### config.mk
export PLATFORM = sky130hd
export DESIGN_NAME = fir_serial_mac
export DESIGN_NICKNAME = d
export VERILOG_FILES = /design/src/rtl/fir_pkg.sv /design/src/rtl/fir_coef_store.sv /design/src/rtl/fir_sample_ring.sv /design/src/rtl/fir_mac_seq.sv /design/src/rtl/fir_serial_mac.sv
export SDC_FILE = /design/constraint.sdc
export NUM_CORES = 1
export LEC_CHECK = 0
export BUFFER_PORTS_ARGS = -buffer_cell sky130_fd_sc_hd__buf_2
export CAP_MARGIN = 25
export CORE_ASPECT_RATIO = 0.8
export CORE_MARGIN = 2
export CORE_UTILIZATION = 60
export CTS_CLUSTER_DIAMETER = 200
export DETAILED_ROUTE_END_ITERATION = 8
export GPL_ROUTABILITY_DRIVEN = 0
export PLACE_DENSITY = 0.76
export REMOVE_ABC_BUFFERS = 1
export SLEW_MARGIN = 25
export SYNTH_ARGS = -nofsm -noshare
export SYNTH_HDL_FRONTEND = slang
export SYNTH_SLANG_ARGS = --single-unit
### constraint.sdc
create_clock -name clk -period 11.6 [get_ports clk]
set_clock_uncertainty 0.05 [all_clocks]
set_input_delay 2.9 -clock clk [delete_from_list [all_inputs] [get_ports clk]]
set_output_delay 2.9 -clock clk [all_outputs]
set_load 0.05 [all_outputs]
### src/rtl/fir_pkg.sv
// Shared definitions for the time-multiplexed FIR filter.
package fir_pkg;

    // Coefficient loader phases: issuing addresses, waiting for the last word, idle.
    typedef enum logic [1:0] {
        LD_ISSUE = 2'd0,
        LD_DRAIN = 2'd1,
        LD_DONE  = 2'd2
    } load_state_e;

    // Multiply cycles needed per output for a given tap count and mode.
    function automatic int mac_steps(input int taps, input bit sym);
        return sym ? (taps + 1) / 2 : taps;
    endfunction

endpackage

### src/rtl/fir_coef_store.sv
// Coefficient load sequencer plus register file.
// Presents addresses 0..NTAPS-1 on consecutive cycles and stores the word
// that returns one cycle later. Asserts ready once the last word is written.
// Assumes the external memory has exactly one cycle of read latency and
// that load_start is raised only while ready is high.
module fir_coef_store
    import fir_pkg::*;
#(
    parameter int NTAPS = 8,
    parameter int CW    = 16,
    parameter int AW    = 3
) (
    input  logic                 clk,
    input  logic                 rst_n,
    input  logic                 load_start,
    output logic                 rd_en,
    output logic [AW-1:0]        rd_addr,
    input  logic signed [CW-1:0] rd_data,
    output logic                 ready,
    input  logic [AW-1:0]        sel_idx,
    output logic signed [CW-1:0] sel_coef
);

    load_state_e          state;
    logic [AW-1:0]        issue_cnt;
    logic                 pend_valid;
    logic [AW-1:0]        pend_idx;
    logic signed [CW-1:0] coef_q [NTAPS];

    // Address sequencing and load phase tracking.
    always_ff @(posedge clk) begin
        if (!rst_n) begin
            state     <= LD_ISSUE;
            issue_cnt <= '0;
        end else if (load_start) begin
            state     <= LD_ISSUE;
            issue_cnt <= '0;
        end else begin
            case (state)
                LD_ISSUE: begin
                    issue_cnt <= issue_cnt + 1'b1;
                    if (issue_cnt == AW'(NTAPS - 1))
                        state <= LD_DRAIN;
                end
                LD_DRAIN: state <= LD_DONE;
                default:  state <= LD_DONE;
            endcase
        end
    end

    // Remember which address is in flight so its data lands in the right slot.
    always_ff @(posedge clk) begin
        if (!rst_n) begin
            pend_valid <= 1'b0;
            pend_idx   <= '0;
        end else begin
            pend_valid <= rd_en;
            pend_idx   <= issue_cnt;
        end
    end

    // Register file write: one coefficient per cycle, one cycle behind its address.
    always_ff @(posedge clk) begin
        if (pend_valid)
            coef_q[pend_idx] <= rd_data;
    end

    // Outputs toward memory and toward the MAC.
    always_comb begin
        rd_en    = (state == LD_ISSUE);
        rd_addr  = issue_cnt;
        ready    = (state == LD_DONE);
        sel_coef = coef_q[sel_idx];
    end

endmodule

### src/rtl/fir_sample_ring.sv
// Circular sample history with a combinational tap operand.
// The write pointer moves by one slot per accepted sample; lag 0 is the newest.
// In symmetric mode the operand is the sum of the two samples that share
// coefficient 'step'; at the odd-length centre only one sample is used.
// Cleared only by reset, so history survives coefficient reloads.
module fir_sample_ring #(
    parameter int NTAPS = 8,
    parameter int DW    = 16,
    parameter int AW    = 3,
    parameter bit SYM   = 1'b0,
    parameter int OPW   = 16
) (
    input  logic                  clk,
    input  logic                  rst_n,
    input  logic                  wr_en,
    input  logic signed [DW-1:0]  wr_data,
    input  logic [AW-1:0]         step,
    output logic signed [OPW-1:0] operand
);

    logic signed [DW-1:0] ring [NTAPS];
    logic [AW-1:0]        head;
    logic [AW-1:0]        head_nxt;

    // Slot index of the sample 'lag' positions older than the newest one.
    function automatic logic [AW-1:0] back(input logic [AW-1:0] h, input logic [AW-1:0] lag);
        if (h >= lag) return h - lag;
        return AW'(int'(h) + NTAPS - int'(lag));
    endfunction

    // Next write slot with wrap at NTAPS.
    always_comb head_nxt = (head == AW'(NTAPS - 1)) ? '0 : head + 1'b1;

    // History update on each accepted sample.
    always_ff @(posedge clk) begin
        if (!rst_n) begin
            head <= '0;
            for (int i = 0; i < NTAPS; i++) ring[i] <= '0;
        end else if (wr_en) begin
            head           <= head_nxt;
            ring[head_nxt] <= wr_data;
        end
    end

    generate
        if (SYM) begin : g_sym
            logic [AW-1:0]        lag_b;
            logic signed [DW-1:0] smp_a;
            logic signed [DW-1:0] smp_b;
            // Pre-add of mirrored samples; centre tap passes alone.
            always_comb begin
                lag_b   = AW'(NTAPS - 1) - step;
                smp_a   = ring[back(head, step)];
                smp_b   = ring[back(head, lag_b)];
                operand = (lag_b == step) ? OPW'(smp_a) : OPW'(smp_a) + OPW'(smp_b);
            end
        end else begin : g_plain
            // Direct tap: one sample per coefficient.
            always_comb operand = OPW'(ring[back(head, step)]);
        end
    endgenerate

endmodule

### src/rtl/fir_mac_seq.sv
// Single-multiplier accumulate sequencer.
// 'start' clears the accumulator and begins STEPS multiply cycles; the final
// cycle writes the full sum to out_data and strobes out_valid for one clock.
// A start may coincide with the final cycle of the previous output.
module fir_mac_seq #(
    parameter int AW    = 3,
    parameter int OPW   = 16,
    parameter int CW    = 16,
    parameter int ACCW  = 35,
    parameter int STEPS = 8
) (
    input  logic                   clk,
    input  logic                   rst_n,
    input  logic                   start,
    input  logic signed [OPW-1:0]  operand,
    input  logic signed [CW-1:0]   coef,
    output logic [AW-1:0]          step,
    output logic                   busy,
    output logic                   last,
    output logic                   out_valid,
    output logic signed [ACCW-1:0] out_data
);

    localparam int PW = OPW + CW;

    logic signed [PW-1:0]   prod;
    logic signed [ACCW-1:0] acc;
    logic signed [ACCW-1:0] sum;

    // The one multiplier and the adder that feeds the accumulator.
    always_comb begin
        prod = PW'(operand) * PW'(coef);
        sum  = acc + ACCW'(prod);
        last = busy && (step == AW'(STEPS - 1));
    end

    // Step counting, accumulation and result capture.
    always_ff @(posedge clk) begin
        if (!rst_n) begin
            busy      <= 1'b0;
            step      <= '0;
            acc       <= '0;
            out_valid <= 1'b0;
            out_data  <= '0;
        end else begin
            out_valid <= last;
            if (last)
                out_data <= sum;
            if (start) begin
                busy <= 1'b1;
                step <= '0;
                acc  <= '0;
            end else if (last) begin
                busy <= 1'b0;
            end else if (busy) begin
                step <= step + 1'b1;
                acc  <= sum;
            end
        end
    end

endmodule

### src/rtl/fir_serial_mac.sv
// Top level of the reloadable time-multiplexed FIR filter.
// Loads NTAPS coefficients after reset and on request, then filters a
// valid/ready sample stream with one multiplier. A reload request is held
// until any output in progress completes; inputs are refused meanwhile.
// Assumes NTAPS >= 2 and a one-cycle-latency coefficient memory.
module fir_serial_mac
    import fir_pkg::*;
#(
    parameter int NTAPS     = 8,
    parameter int DW        = 16,
    parameter int CW        = 16,
    parameter bit SYMMETRIC = 1'b0,
    localparam int AW       = (NTAPS > 1) ? $clog2(NTAPS) : 1,
    localparam int OPW      = SYMMETRIC ? DW + 1 : DW,
    localparam int ACCW     = OPW + CW + $clog2(NTAPS)
) (
    input  logic                   clk,
    input  logic                   rst_n,
    input  logic                   reload_req,
    output logic                   coef_rd_en,
    output logic [AW-1:0]          coef_addr,
    input  logic signed [CW-1:0]   coef_rd_data,
    output logic                   coef_ready,
    input  logic                   in_valid,
    output logic                   in_ready,
    input  logic signed [DW-1:0]   in_data,
    output logic                   out_valid,
    output logic signed [ACCW-1:0] out_data
);

    localparam int STEPS = mac_steps(NTAPS, SYMMETRIC);

    logic                  reload_pend;
    logic                  load_start;
    logic                  accept;
    logic                  busy;
    logic                  last;
    logic [AW-1:0]         step;
    logic signed [CW-1:0]  cur_coef;
    logic signed [OPW-1:0] operand;

    // Handshake and reload gating.
    always_comb begin
        in_ready   = coef_ready && !reload_pend && (!busy || last);
        accept     = in_valid && in_ready;
        load_start = reload_pend && !busy;
    end

    // Hold a reload request until the MAC is idle.
    always_ff @(posedge clk) begin
        if (!rst_n)
            reload_pend <= 1'b0;
        else if (load_start)
            reload_pend <= 1'b0;
        else if (reload_req && coef_ready)
            reload_pend <= 1'b1;
    end

    fir_coef_store #(.NTAPS(NTAPS), .CW(CW), .AW(AW)) u_coef (
        .clk        (clk),
        .rst_n      (rst_n),
        .load_start (load_start),
        .rd_en      (coef_rd_en),
        .rd_addr    (coef_addr),
        .rd_data    (coef_rd_data),
        .ready      (coef_ready),
        .sel_idx    (step),
        .sel_coef   (cur_coef)
    );

    fir_sample_ring #(.NTAPS(NTAPS), .DW(DW), .AW(AW), .SYM(SYMMETRIC), .OPW(OPW)) u_ring (
        .clk     (clk),
        .rst_n   (rst_n),
        .wr_en   (accept),
        .wr_data (in_data),
        .step    (step),
        .operand (operand)
    );

    fir_mac_seq #(.AW(AW), .OPW(OPW), .CW(CW), .ACCW(ACCW), .STEPS(STEPS)) u_mac (
        .clk       (clk),
        .rst_n     (rst_n),
        .start     (accept),
        .operand   (operand),
        .coef      (cur_coef),
        .step      (step),
        .busy      (busy),
        .last      (last),
        .out_valid (out_valid),
        .out_data  (out_data)
    );

endmodule

==> summary.md <==
| Metric | Value |
|---|---|
| Hold Path Depth | 2 |
| Die height | 187 um |
| First-pass DRT Iterations | 5 |
| Worst Tran Pin Value | 1.05 ns |
| Endpoint class of the critical path | flip-flop |
| DIE WIDTH | 233 um |
| Unique masters post-synth | 58 |
| DRT iter0 DRCs | 1450 |
| H-Tree Level Count | 2 |
| Final setup vio count | 0 |
| Layout cell share with drive strength beyond 1 | 0.122 |
| Core Box Area | 0.0417 mm^2 |
| CP Data Required Time | 12.04 ns |
| MaxCap Viol Count | 0 |
| FP Rows | 67 |
| DR WL/cell | 21.0 um |
| Clk sinks | 347 |
| Tcrit/Tclk final | 0.820 |
| Min Tclk post-route | 9.52 ns |
| PD cells | 243 mW/mm^2 |
| Lkg Pwr | 0.0120 uW |
| Final wirelength | 59.6 mm |
| Worst reg2reg path depth | 27 |
| Top_reg_cell synth | edfxtp_1 |
| Inst Count DP | 2776 |
| Area Growth Syn to Fin | 9.02% |
| Number of flops mapped to enable cells by yosys | 256 |
| Residual DRC | 0 |
| CTS tree | yes |
| HP Class | reg -> reg |
| Ys Warns | 0 |
| Die area | 0.0437 mm^2 |
| Slew margin rel. | 0.279 |
| Mapped Cells | 2187 |
| Pins Over Slew Limit | 0 |
| Initial antenna violation count | 2 |
| RSZ-0062 raised after global routing | no |
| Top post-synthesis cells by area | edfxtp_1 30%, fa_1 25%, dfxtp_1 7.2% |
| I/O pins | 78 |
| Clk root buf | clkbuf_16 |
| Post-CTS Setup Bufs | 0 |
| Largest net degree at the start of global routing | 49 |
| CP Class | reg -> reg |
| Longest Clk Path Bufs | 3 |
| First-pass GRT wire length | 96.3 mm |
| Fin cells | 2841 |
| IO Port Bufs | 77 |
| Via-to-Cell Ratio | 5.84 |
| Worst-path clk slew | 0.06 ns |
| Initial Utilization | 0.606 |
| Ys async rst share | 0 |
| Syn_area_per_cell | 11.5 um^2 |
| Clock latency on the worst-skew pair | 0.57 ns |
| Remaining global-route overflow | 0 |
| Final hold vios | 0 |
| CP Max Fanout | 30 |
| CTS Hold Buffers Added | 0 |
| Vias in the first global route | 17700 |
| Overall Global Routing Usage | 0.289 |
| Max VDD drop | 0.316 mV |
| Flop2flop setup slack | 2.08 ns |
| Most frequent cells in the layout | 359 x inv_1, 309 x fa_1, 256 x edfxtp_1 |
| #FFs+latches synth | 347 |
| CP Data Arrival Time | 9.96 ns |
| Outcome | complete, no violations |
| Post-route setup TNS | 0 ns |
| Yosys top cell area share | 0.304 |
| Mapped cell area | 0.0252 mm^2 |
| Fin nets | 2720 |
| Routed Antenna Nets | 0 |
| Worst hold slack | 0.402 ns |
| HPWL after detailed placement | 43.2 mm |
| CTS Buf Count | 36 |
| Most common cell after layout, fill and taps aside | inv_1 |
| Largest area contributor in the netlist | edfxtp_1 |
| Vias | 16600 |
| Startpoint Class | flip-flop |
| Max Clk Rate | 105 MHz |
| Register area share after synthesis | 0.377 |
| CTS-repair resized insts | 0 |
[report_power, final]
group	internal, uW	switching (uW)	total, uW
registers	1360	9.60	1370
clock network	614	500	1110
logic	1660	2560	4220
total	3630	3070	6700
[synthesized netlist by cell type, types with 14 or more instances]
| master | number |
|---|---|
| inv_1 | 359 |
| fa_1 | 311 |
| edfxtp_1 | 256 |
| nand2_1 | 197 |
| nor2_1 | 181 |
| and2_1 | 144 |
| ha_1 | 111 |
| dfxtp_1 | 91 |
| a21oi_1 | 69 |
| clkbuf_1 | 64 |
| mux4_2 | 60 |
| nand3_1 | 45 |
| o21ai_0 | 35 |
| mux2i_1 | 33 |
| nand2b_1 | 22 |
| mux2_2 | 21 |
| xnor2_1 | 21 |
| nor3_1 | 18 |
| buf_1 | 14 |
[logic make-up (layout without fill, tap and decap cells)]
| kind of cell | Yosys count | count (layout) | share of synthesized area |
|---|---|---|---|
| other | 0 | 2 | 0 |
| adders and majority gates | 422 | 422 | 0.302 |
| xor gates and xnor gates | 35 | 35 | 0.0128 |
| muxes | 119 | 119 | 0.0801 |
| DFF | 347 | 347 | 0.377 |
| buffers and inverters | 438 | 538 | 0.0656 |
| AOI/OAI and AO/OA | 167 | 167 | 0.0399 |
| and+or+nand+nor | 659 | 659 | 0.123 |
[layer usage]
metal  GRT usage  wire length [um]  vias up  share of wire
met3      0.0613              5160      122          0.087
met2       0.462             28200      686           0.47
li1            -                 -     7299              -
met5           0                13        -        0.00022
met4      0.0865              1930        2          0.032
met1       0.402             24200     8473           0.41
[state kept, by name, indices dropped and copies added (netlist names), named ones only]
signal,flops
u_ring.ring,128
u_mac.out_data,35
u_coef.rd_addr,3
u_mac.busy,1
u_mac.out_valid,1
u_coef.pend_idx,3
u_mac.step,3
reload_pend,1
u_coef.state,2
u_mac.acc,35
u_coef.pend_valid,1
u_ring.head,3
u_coef.coef_q,128
[layout make-up]
type	instances	area, um^2
multi-input combinational	1402	14200
clock buffer	42	945
inverter	359	1350
clock inverter	21	178
tap	552	691
antenna	2	5.00
sequential	347	9510
fill	3016	14100
timing repair buffer	116	682
[critical path, stage by stage (launching register included)]
cell and delay [ns]:
dfxtp_1 0.43, inv_1 0.13, ha_2 0.16, inv_1 0.04
fa_2 0.36, xor3_2 0.99, mux4_1 0.69, mux2i_1 0.78
nor2_1 0.18, fa_1 0.54, fa_1 0.52, inv_1 0.05
fa_1 0.50, inv_1 0.05, fa_1 0.48, fa_1 0.49
inv_1 0.05, fa_1 0.47, inv_1 0.04, ha_1 0.35
a21o_1 0.20, a31o_1 0.18, a221o_1 0.40, a22o_1 0.25
nor2_1 0.25, a31oi_1 0.21, or3_1 0.38, a31oi_1 0.18
[through the flow]
step / worst slack, ns / utilization / power (uW) / area (um^2)
5_1_grt: 1.62 / 0.661 / 7330 / 27500
3_5_place_dp: 2.10 / 0.633 / 5540 / 26400
2_1_floorplan: 3.36 / - / 4600 / 24900
6_report: 2.08 / 0.661 / 6700 / 27500
4_1_cts: 2.08 / 0.660 / 6670 / 27500
3_3_place_gp: 2.32 / 0.633 / 5420 / 26400
[path summary, 6_finish.rpt]
| kind | from | to |
|---|---|---|
| worst max-delay path | u_ring.head[0]$_SDFFE_PN0P_ | u_mac.acc[34]$_SDFFE_PP0P_ |
| worst min-delay path | u_mac.out_data[19]$_SDFFE_PN0P_ | u_mac.out_data[19]$_SDFFE_PN0P_ |
| worst max register to register | u_ring.head[0]$_SDFFE_PN0P_ | u_mac.acc[34]$_SDFFE_PP0P_ |
| worst min register to register | u_mac.out_data[19]$_SDFFE_PN0P_ | u_mac.out_data[19]$_SDFFE_PN0P_ |
Note: power is estimated with default switching activity, not from simulation.
